File: config.mk
export PLATFORM = sky130hd
export DESIGN_NAME = tpat_select
export DESIGN_NICKNAME = d
export VERILOG_FILES = /design/src/rtl/tpat_pkg.sv /design/src/rtl/tpat_len_mask.sv /design/src/rtl/tpat_alt_seq.sv /design/src/rtl/tpat_word_gen.sv /design/src/rtl/tpat_select.sv
export SDC_FILE = /design/constraint.sdc
export NUM_CORES = 1
export LEC_CHECK = 0
export ABC_CLOCK_PERIOD_IN_PS = 9100
export BUFFER_PORTS_ARGS = -buffer_cell sky130_fd_sc_hd__buf_2
export CORE_MARGIN = 2
export CORE_UTILIZATION = 44
export DETAILED_ROUTE_END_ITERATION = 8
export PLACE_DENSITY_LB_ADDON = 0.15
export SYNTH_ARGS = -nofsm -noshare
export SYNTH_HDL_FRONTEND = slang
export SYNTH_SLANG_ARGS = --single-unit
File: constraint.sdc
create_clock -name clk -period 9.1 [get_ports clk]
set_input_delay 0.91 -clock clk [delete_from_list [all_inputs] [get_ports clk]]
set_output_delay 0.91 -clock clk [all_outputs]
set_load 0.05 [all_outputs]
File: src/rtl/tpat_pkg.sv
package tpat_pkg;

  localparam int MIN_LEN   = 8;
  localparam int USER_BITS = 16;
  localparam logic [9:0] ALIGN_WORD = 10'h200;

  typedef enum logic [3:0] {
    MD_PASS   = 4'd0,
    MD_MID    = 4'd1,
    MD_PFS    = 4'd2,
    MD_NFS    = 4'd3,
    MD_CHECK  = 4'd4,
    MD_PNL    = 4'd5,
    MD_PNS    = 4'd6,
    MD_TOGGLE = 4'd7,
    MD_USER1  = 4'd8,
    MD_USER2  = 4'd9,
    MD_ZERO   = 4'd10,
    MD_ONE    = 4'd11,
    MD_SYNC   = 4'd12
  } mode_e;

  function automatic logic len_aware(input logic [3:0] m);
    return (m >= 4'd1) && (m <= 4'd12) && (m != 4'd5) && (m != 4'd6);
  endfunction

endpackage

File: src/rtl/tpat_len_mask.sv
module tpat_len_mask #(
  parameter int W  = 14,
  parameter int LW = $clog2(W + 1)
) (
  input  logic [LW-1:0] req_len,
  output logic [LW-1:0] eff_len,
  output logic [W-1:0]  len_mask
);
  import tpat_pkg::*;

  localparam logic [LW-1:0] LO = LW'(MIN_LEN);
  localparam logic [LW-1:0] HI = LW'(W);

  always_comb begin
    if (req_len < LO)      eff_len = LO;
    else if (req_len > HI) eff_len = HI;
    else                   eff_len = req_len;
  end

  generate
    for (genvar i = 0; i < W; i++) begin : g_mask
      assign len_mask[i] = (LW'(i) < eff_len);
    end
  endgenerate

endmodule

File: src/rtl/tpat_alt_seq.sv
module tpat_alt_seq (
  input  logic       clk,
  input  logic       rst,
  input  logic       frame_en,
  input  logic [3:0] mode_sel,
  output logic       use_second
);

  logic [3:0] mode_q;
  logic       phase_q;
  logic       changed;

  assign changed    = (mode_sel != mode_q);
  assign use_second = changed ? 1'b0 : phase_q;

  always_ff @(posedge clk) begin
    if (rst) begin
      mode_q  <= '0;
      phase_q <= 1'b0;
    end else if (frame_en) begin
      mode_q  <= mode_sel;
      phase_q <= ~use_second;
    end
  end

  AST_ALT_RESTART: assert property (@(posedge clk) disable iff (rst)
    (frame_en && changed) |=> phase_q) else $error("alternation restart");
  AST_PHASE_HOLD: assert property (@(posedge clk) disable iff (rst)
    !frame_en |=> $stable(phase_q)) else $error("phase moved between frames");

endmodule

File: src/rtl/tpat_word_gen.sv
module tpat_word_gen #(
  parameter int W  = 14,
  parameter int LW = $clog2(W + 1)
) (
  input  logic [3:0]    mode_sel,
  input  logic          use_second,
  input  logic [LW-1:0] eff_len,
  input  logic [W-1:0]  len_mask,
  input  logic [W-1:0]  sample_in,
  input  logic [15:0]   user_a,
  input  logic [15:0]   user_b,
  input  logic [W-1:0]  pn_long_in,
  input  logic [W-1:0]  pn_short_in,
  output logic [W-1:0]  gen_word,
  output logic          gen_fmt
);
  import tpat_pkg::*;

  logic [W-1:0] mid_w, even_w, sync_w, user_w;
  logic [15:0]  user_sel;

  assign user_sel = (mode_sel == MD_USER2 && use_second) ? user_b : user_a;

  always_comb begin
    for (int i = 0; i < W; i++) begin
      mid_w[i]  = (LW'(i) == eff_len - LW'(1));
      even_w[i] = len_mask[i] & ((i % 2) == 0);
      sync_w[i] = len_mask[i] & (LW'(i) >= (eff_len >> 1));
      user_w[i] = 1'b0;
      if (USER_BITS - int'(eff_len) + i < USER_BITS)
        user_w[i] = len_mask[i] & user_sel[USER_BITS - int'(eff_len) + i];
    end
  end

  always_comb begin
    gen_fmt  = 1'b0;
    gen_word = '0;
    case (mode_sel)
      MD_MID:    begin gen_word = mid_w;    gen_fmt = 1'b1; end
      MD_PFS:    begin gen_word = len_mask; gen_fmt = 1'b1; end
      MD_NFS:    begin gen_word = '0;       gen_fmt = 1'b1; end
      MD_CHECK:  gen_word = use_second ? (len_mask & ~even_w) : even_w;
      MD_PNL:    gen_word = pn_long_in;
      MD_PNS:    gen_word = pn_short_in;
      MD_TOGGLE: gen_word = use_second ? '0 : len_mask;
      MD_USER1,
      MD_USER2:  gen_word = user_w;
      MD_ZERO:   gen_word = '0;
      MD_ONE:    gen_word = len_mask;
      MD_SYNC:   gen_word = sync_w;
      default:   begin gen_word = sample_in; gen_fmt = 1'b1; end
    endcase
  end

endmodule

File: src/rtl/tpat_select.sv
module tpat_select #(
  parameter int W  = 14,
  parameter int LW = $clog2(W + 1)
) (
  input  logic          clk,
  input  logic          rst,
  input  logic          frame_en,
  input  logic [3:0]    mode_sel,
  input  logic [LW-1:0] word_len,
  input  logic [W-1:0]  sample_in,
  input  logic [7:0]    user_reg0,
  input  logic [7:0]    user_reg1,
  input  logic [7:0]    user_reg2,
  input  logic [7:0]    user_reg3,
  input  logic [W-1:0]  pn_long_in,
  input  logic [W-1:0]  pn_short_in,
  input  logic          strap_in,
  output logic [W-1:0]  word_out,
  output logic          fmt_apply,
  output logic          word_vld
);
  import tpat_pkg::*;

  localparam logic [W-1:0] STRAP_WORD = W'(ALIGN_WORD);

  logic [LW-1:0] eff_len;
  logic [W-1:0]  len_mask;
  logic          use_second;
  logic [W-1:0]  gen_word;
  logic          gen_fmt;
  logic          strap_q;

  tpat_len_mask #(.W(W), .LW(LW)) i_len (
    .req_len (word_len),
    .eff_len (eff_len),
    .len_mask(len_mask)
  );

  tpat_alt_seq i_seq (
    .clk       (clk),
    .rst       (rst),
    .frame_en  (frame_en),
    .mode_sel  (mode_sel),
    .use_second(use_second)
  );

  tpat_word_gen #(.W(W), .LW(LW)) i_gen (
    .mode_sel   (mode_sel),
    .use_second (use_second),
    .eff_len    (eff_len),
    .len_mask   (len_mask),
    .sample_in  (sample_in),
    .user_a     ({user_reg1, user_reg0}),
    .user_b     ({user_reg3, user_reg2}),
    .pn_long_in (pn_long_in),
    .pn_short_in(pn_short_in),
    .gen_word   (gen_word),
    .gen_fmt    (gen_fmt)
  );

  always_ff @(posedge clk) begin
    if (rst) strap_q <= strap_in;
  end

  always_ff @(posedge clk) begin
    if (rst) begin
      word_out  <= '0;
      fmt_apply <= 1'b0;
      word_vld  <= 1'b0;
    end else begin
      word_vld <= frame_en;
      if (frame_en) begin
        word_out  <= strap_q ? STRAP_WORD : gen_word;
        fmt_apply <= strap_q ? 1'b0 : gen_fmt;
      end
    end
  end

  AST_HOLD_BETWEEN_FRAMES: assert property (@(posedge clk) disable iff (rst)
    !$past(frame_en) |-> ($stable(word_out) && $stable(fmt_apply))) else $error("output moved");
  AST_VLD_AFTER_FRAME: assert property (@(posedge clk) disable iff (rst)
    frame_en |=> word_vld) else $error("valid missing");
  AST_STRAP_FROZEN: assert property (@(posedge clk) disable iff (rst)
    !$past(rst) |-> $stable(strap_q)) else $error("strap moved");
  AST_STRAP_WORD: assert property (@(posedge clk) disable iff (rst)
    (strap_q && word_vld) |-> (word_out == STRAP_WORD && !fmt_apply)) else $error("strap word");
  AST_LEN_RANGE: assert property (@(posedge clk) disable iff (rst)
    (eff_len >= LW'(MIN_LEN)) && (eff_len <= LW'(W))) else $error("length clamp");
  AST_PATTERN_MASKED: assert property (@(posedge clk) disable iff (rst)
    len_aware(mode_sel) |-> ((gen_word & ~len_mask) == '0)) else $error("bits above length");

endmodule

# After elaboration in Yosys (flattened, before gate mapping)
# Cells that the tools add are included.
dict set report word_totals {
  input_bits 86
  register_bits 22
  word_cells 208
}
dict set report classes {
  addsub 15
  n_bitwise 31
  n_mux 66
  magnitude_cmp 58
  reduce_logical 6
  n_eq_ne 26
}
# op count
set op_table {}
lappend op_table {{32-bit by 6-bit < comparator with 1-bit output, second input constant} 28}
lappend op_table {{32-bit by 5-bit adder with 32-bit output, second input constant} 6}
lappend op_table {{32-bit by 4-bit adder with 32-bit output, second input constant} 4}
lappend op_table {{14-bit one-hot mux with 9 select lines} 1}
lappend op_table {{32-bit by 3-bit adder with 32-bit output, second input constant} 2}
lappend op_table {{1-bit binary-select mux with 4-bit select} 14}
lappend op_table {{1-bit two-way mux} 45}
lappend op_table {{14-bit two-way mux} 3}
lappend op_table {{32-bit by 2-bit adder with 32-bit output, second input constant} 1}
lappend op_table {{1-bit AND} 28}
lappend op_table {{4-bit equality test, first input constant} 6}
lappend op_table {{4-bit by 3-bit greater-or-equal comparator with 1-bit output, first input constant} 6}
lappend op_table {{4-bit < comparator, first input constant} 6}
lappend op_table {{4-bit equality test, second input constant} 5}
lappend op_table {{3-bit by 4-bit equality test with 1-bit output, first input constant} 4}
lappend op_table {{4-bit by 3-bit equality test with 1-bit output, second input constant} 4}
lappend op_table {{3-bit by 4-bit < comparator with 1-bit output, first input constant} 4}
lappend op_table {{16-bit two-way mux} 1}
lappend op_table {{14-bit AND} 1}
lappend op_table {{13-bit NOT with 14-bit output} 1}
lappend op_table {{3-bit greater-or-equal comparator, first input constant} 4}
lappend op_table {{9-bit OR reduction} 1}
lappend op_table {{2-bit by 4-bit equality test with 1-bit output, first input constant} 2}
lappend op_table {{4-bit by 2-bit equality test with 1-bit output, second input constant} 2}
lappend op_table {{16 further kinds} 23}

# Logic depth before layout (Yosys ltp)
dict set report logic_depth {
  depth_word 12
  ltp_mapped 14
  depth_no_buf 12
}

# By module
# Synthesis repeated with hierarchy kept, for this count alone.
dict set report unflattened {
  cells_unflattened 471
  area_unflattened_um2 3662.3
}
# module area_per_inst_um2 instances cells_per_inst seq_area_each_um2
set by_module_without_submodules {}
lappend by_module_without_submodules {tpat_word_gen 2601.2 1 360 0.0}
lappend by_module_without_submodules {tpat_select 685.7 1 68 350.3}
lappend by_module_without_submodules {tpat_alt_seq 227.7 1 22 100.1}
lappend by_module_without_submodules {tpat_len_mask 147.6 1 21 0.0}

# Least setup slack after synthesis
# Ideal clock, no wire load.
dict set report synth_path {
  path_kind {in2reg}
  startpoint {input port word_len[1]}
  endpoint {register word_out[2]}
  t_arrival_ns 3.686
  n_path_buf 2
  setup_slack_ns 5.318
  stages 12
  setup_ns 0.096
  required_time_ns 9.004
  path_cell_list {nand2_1 > nand3_1 > clkbuf_1 > ha_1 > xnor2_1 > clkbuf_1 > inv_1 > ha_1 > mux4_2 > mux2i_1 > mux2i_1 > o41ai_2}
}
dict set report synth_via {
  elab_chain_len 12
  elab_cells_between_ends 23
  cone_classes {add/sub: 3; order compare: 5; eq/ne: 1; mux: 10; bitwise: 4}
}
# element line
set synth_lines {}
lappend synth_lines {{start: declaration} tpat_select.sv:9} ;# input logic [LW-1:0] word_len,
lappend synth_lines {{4-bit > comparator} tpat_len_mask.sv:16} ;# else if (req_len > HI) eff_len = HI;
lappend synth_lines {{4-bit two-way mux} tpat_len_mask.sv:16}
lappend synth_lines {{4-bit two-way mux *} tpat_len_mask.sv:15} ;# if (req_len < LO) eff_len = LO;
lappend synth_lines {{branches (longest 7 deep; another with 32-bit by 3-bit adder with 32-bit output)} --}
lappend synth_lines {{14-bit one-hot mux with 9 select lines *} tpat_word_gen.sv:38} ;# case (mode_sel)
lappend synth_lines {{14-bit two-way mux *} tpat_select.sv:73} ;# word_out <= strap_q ? STRAP_WORD : gen_word;
lappend synth_lines {{end signal: assignment} tpat_select.sv:73}
lappend synth_lines {{end: declaration} tpat_select.sv:18} ;# output logic [W-1:0] word_out,
# Every way passes the cells marked *. The select of a mux whose other input is x is not followed.
# A chain may end at the register's enable or synchronous reset.

# Worst setup path in the final report
# Ends and elaborated chain as after synthesis.

==> reports/results.md <==
• completed — result of the run
• 0.128 — Synth top area share
• 0.00389 sq mm — Area after DPL
• 0 — count of warnings emitted by yosys
• 0.281 — sequential cell fraction of total power
• 0 — setup violators final
• 0.00817 sq mm — Die Footprint
• 1 — depth of the CTS H-tree
• 0 — number of antenna repair diodes
• 0.00272 sq mm — total area of multi-input combinational cells
• 22 — clock sinks
• 0.418 — share of total power consumed by net switching
• 0.544 — final core area utilization
• 0.926 — gp weighted congestion
• sky130_fd_sc_hd__dfxtp_1 — most used flip-flop cell after synthesis
• 0.09 ns — clock-pin transition on the worst setup and hold timing paths
• 0.269 — Tot GR Track Use
• 31 — number of cell rows
• 90.4 um — die boundary width
• 0.271 — share of final-layout standard cells stronger than drive strength 1
• input port — nature of the critical path startpoint
• 0.515 — portion of total power attributed to combinational logic
• built — TritonCTS clock tree
• reg -> reg — class of the worst hold path
• 0.27 ns — insertion delay of the later-clocked pin in the worst-skew pair
• 0 — Post-CTS Setup Repair Bufs
• 0.00725 sq mm — total core area
• 0.137 — register area share after synthesis
• 0 — leftover overflow at the end of global routing
• 23 — maximum number of pins on one net before global-route repair
• sky130_fd_sc_hd__dfxtp_1 — cell accounting for the most synthesized area
• 0 — max-slew violation total from the final report
• 1.60 nW — leak pwr
• 36.3 uV — largest voltage drop on the vdd net
• 0.414 — worst slew margin relative to its limit
• 18.2 um — drt wl/cell
• 90.4 um — y dimension of the die
• 3 — CTS buffer count
• 18200 um — global-route wire length before repair
• 720 — number of inserted filler cells in the final layout
• 4.37 ns — Worst EP arrival
• 0 — antenna viol nets, final
• 0.156 mW — switching power
• 94.8 mW/mm^2 — pwr/cell area
• 0 — Hold-fix buffers, CTS
• 6.22 — Via-to-Cell Ratio
• 102 — IO Pins
• 0 ns — setup tns final
• 239 MHz — maximum clock frequency
• 0 — fraction of registers with async set/reset
• 9.28 ns — required time of the critical path
• 11100 um — Routed Wire Length
• 450 sq um — Seq. cell area
• 101 — input/output buffers
• 0 — Max Cap Viol
• 0.877 ns — actual slew at the worst max-slew pin
• 0.00328 sq mm — area of the mapped netlist
• 0.460 — final critical-path share of the clock period
• 8920 um — estimated wirelength of the detail-placed design
• 2 — buffer levels on the longest clock path
• false — RSZ-0062 raised after global routing
• in -> reg — Worst Path Class, Setup
• 4.71 ns — post-place setup slack
• 4.92 ns — post-layout worst setup margin
• 60 — number of unique standard cell types used by synthesis
• sky130_fd_sc_hd__dfxtp_1 13%, sky130_fd_sc_hd__mux2i_1 9.8%, sky130_fd_sc_hd__mux4_2 7.5%, sky130_fd_sc_hd__ha_1 7.2%, sky130_fd_sc_hd__a22oi_1 4.3% — Synth area leaders
• flop — type of element capturing the critical path
• 22 — register bit total from synthesis
• 3804 — vias post-DR
• 0 — number of hold violations in the final report
• 0 — # DRC
• 0.374 mW — Total Power Consumption
• 0.00415 ns — worst setup skew after layout
• 422 — number of instances in the synthesized netlist
• 619 — Nets
• 0.00394 sq mm — post-layout instance area
• 1 — number of synthesized flops with an enable pin
• 0 — number of gates resized after cts
• 0.218 mW — internal power contribution
• 0.453 — Initial Utilization
• 7.78 sq um — Avg Synthesized Cell Area
• 410 — number of design-rule violations left by the first detailed-router iteration
• 3649 — via count of the first global-routing pass
• 5 — Pre-antenna DRT Iters
• 0.204 — clock power share
• 0 — antenna violations before repair
• 4.18 ns — Final min period
• 16 — top fanout value on the critical path
• sky130_fd_sc_hd__clkbuf_8 — buffer cell driving the clock tree root
• 20.1% — Synth-to-Final Area Change
## cell usage in the layout, fill, tap and decap left out, types with 4 or more instances in the layout
cell type,instances
sky130_fd_sc_hd__mux4_2,11
sky130_fd_sc_hd__o21ai_0,28
sky130_fd_sc_hd__nand3_1,14
sky130_fd_sc_hd__mux2_2,8
sky130_fd_sc_hd__conb_1,6
sky130_fd_sc_hd__o211ai_1,10
sky130_fd_sc_hd__clkbuf_8,4
sky130_fd_sc_hd__buf_4,6
sky130_fd_sc_hd__and3_1,4
sky130_fd_sc_hd__nand2_1,33
sky130_fd_sc_hd__a221oi_1,5
sky130_fd_sc_hd__a31oi_1,9
sky130_fd_sc_hd__xor2_1,7
sky130_fd_sc_hd__a21o_1,6
sky130_fd_sc_hd__inv_1,7
sky130_fd_sc_hd__buf_2,101
sky130_fd_sc_hd__a21boi_0,4
sky130_fd_sc_hd__a21oi_1,15
sky130_fd_sc_hd__ha_1,19
sky130_fd_sc_hd__nor3_1,9
sky130_fd_sc_hd__o22ai_1,11
sky130_fd_sc_hd__o2111ai_1,11
sky130_fd_sc_hd__nor2b_1,7
sky130_fd_sc_hd__a22oi_1,19
sky130_fd_sc_hd__nor2_1,37
sky130_fd_sc_hd__nor3b_1,4
sky130_fd_sc_hd__o31ai_1,5
sky130_fd_sc_hd__dfxtp_1,21
sky130_fd_sc_hd__nand2b_1,18
sky130_fd_sc_hd__mux2i_1,32
## stage by stage
step	hold slack, ns	cells
6_report	0.493	612
5_1_grt	0.542	612
4_1_cts	0.500	612
3_5_place_dp	0.479	608
3_3_place_gp	0.484	608
2_1_floorplan	0.471	426
## logic make-up (layout without fill, tap and decap cells)
logic type | after synthesis | after routing | share of synthesized area
XOR/XNOR | 9 | 9 | 0.0240
other | 2 | 6 | 0.00229
buffers and inverters | 35 | 122 | 0.0423
multiplexers | 51 | 51 | 0.200
flip-flops | 22 | 22 | 0.137
adder cells (fa/ha/maj) | 19 | 19 | 0.0724
AO/OA/AOI/OAI | 144 | 144 | 0.304
AND/OR/NAND/NOR | 140 | 140 | 0.217
## final cells by class
type                    instances  area share
clock buffers                   4      0.0140
inverters                      11      0.0105
multi-input cells             369       0.690
flip-flops and latches         22       0.114
well taps                      99      0.0314
repair buffers                107       0.140
## layer usage
layer  vias to the layer above  track usage  share of wire
li1                       1816            -              -
met4                         0       0.0833          0.026
met2                       203        0.445           0.46
met1                      1757        0.370           0.44
met3                        28       0.0250          0.074
met5                         -            0              0
## cells in the mapped netlist, types with 6 or more instances
cell type and count:
sky130_fd_sc_hd__a21o_1 6, sky130_fd_sc_hd__a21oi_1 15, sky130_fd_sc_hd__a22oi_1 19, sky130_fd_sc_hd__a31oi_1 9, sky130_fd_sc_hd__clkbuf_1 21, sky130_fd_sc_hd__dfxtp_1 21, sky130_fd_sc_hd__ha_1 19, sky130_fd_sc_hd__inv_1 7
sky130_fd_sc_hd__mux2_2 8, sky130_fd_sc_hd__mux2i_1 32, sky130_fd_sc_hd__mux4_2 11, sky130_fd_sc_hd__nand2_1 33, sky130_fd_sc_hd__nand2b_1 18, sky130_fd_sc_hd__nand3_1 14, sky130_fd_sc_hd__nor2_1 37, sky130_fd_sc_hd__nor2b_1 7
sky130_fd_sc_hd__nor3_1 9, sky130_fd_sc_hd__o2111ai_1 11, sky130_fd_sc_hd__o211ai_1 10, sky130_fd_sc_hd__o21ai_0 28, sky130_fd_sc_hd__o22ai_1 11, sky130_fd_sc_hd__xor2_1 7
## worst paths after layout
check	slack (ns)	depth (start not counted)	start	endpoint
worst max register to register	5.98	8	i_seq.mode_q[1]	word_out[4]
worst max-delay path	4.92	12	word_len[1]	word_out[2]
worst min-delay path	0.49	2	word_out[8]	word_out[8]
worst min register to register	0.49	2	word_out[8]	word_out[8]
## power by group through the flow
stage	Clock, mW	Sequential [mW]	Combinational (mW)
2_1_floorplan	0	0.119	0.121
3_3_place_gp	0	0.107	0.186
3_5_place_dp	0	0.107	0.187
4_1_cts	0.0765	0.105	0.188
5_1_grt	0.0791	0.106	0.211
6_report	0.0762	0.105	0.193
## worst max-delay path, stage by stage
cell,delay (ns)
sky130_fd_sc_hd__buf_2,0.13
sky130_fd_sc_hd__nand2_1,0.11
sky130_fd_sc_hd__nand3_1,0.50
sky130_fd_sc_hd__ha_1,0.61
sky130_fd_sc_hd__xnor2_1,0.55
sky130_fd_sc_hd__buf_4,0.28
sky130_fd_sc_hd__inv_1,0.06
sky130_fd_sc_hd__ha_1,0.33
sky130_fd_sc_hd__mux4_2,0.29
sky130_fd_sc_hd__mux2i_1,0.19
sky130_fd_sc_hd__mux2i_1,0.12
sky130_fd_sc_hd__o41ai_2,0.27
## sequential cells by signal (all words and copies together), names as in the netlist
signal	flops
fmt_apply	1
i_seq.mode_q	4
i_seq.phase_q	1
strap_q	1
word_out	14
word_vld	1
Power figures use the tool's default switching activity.
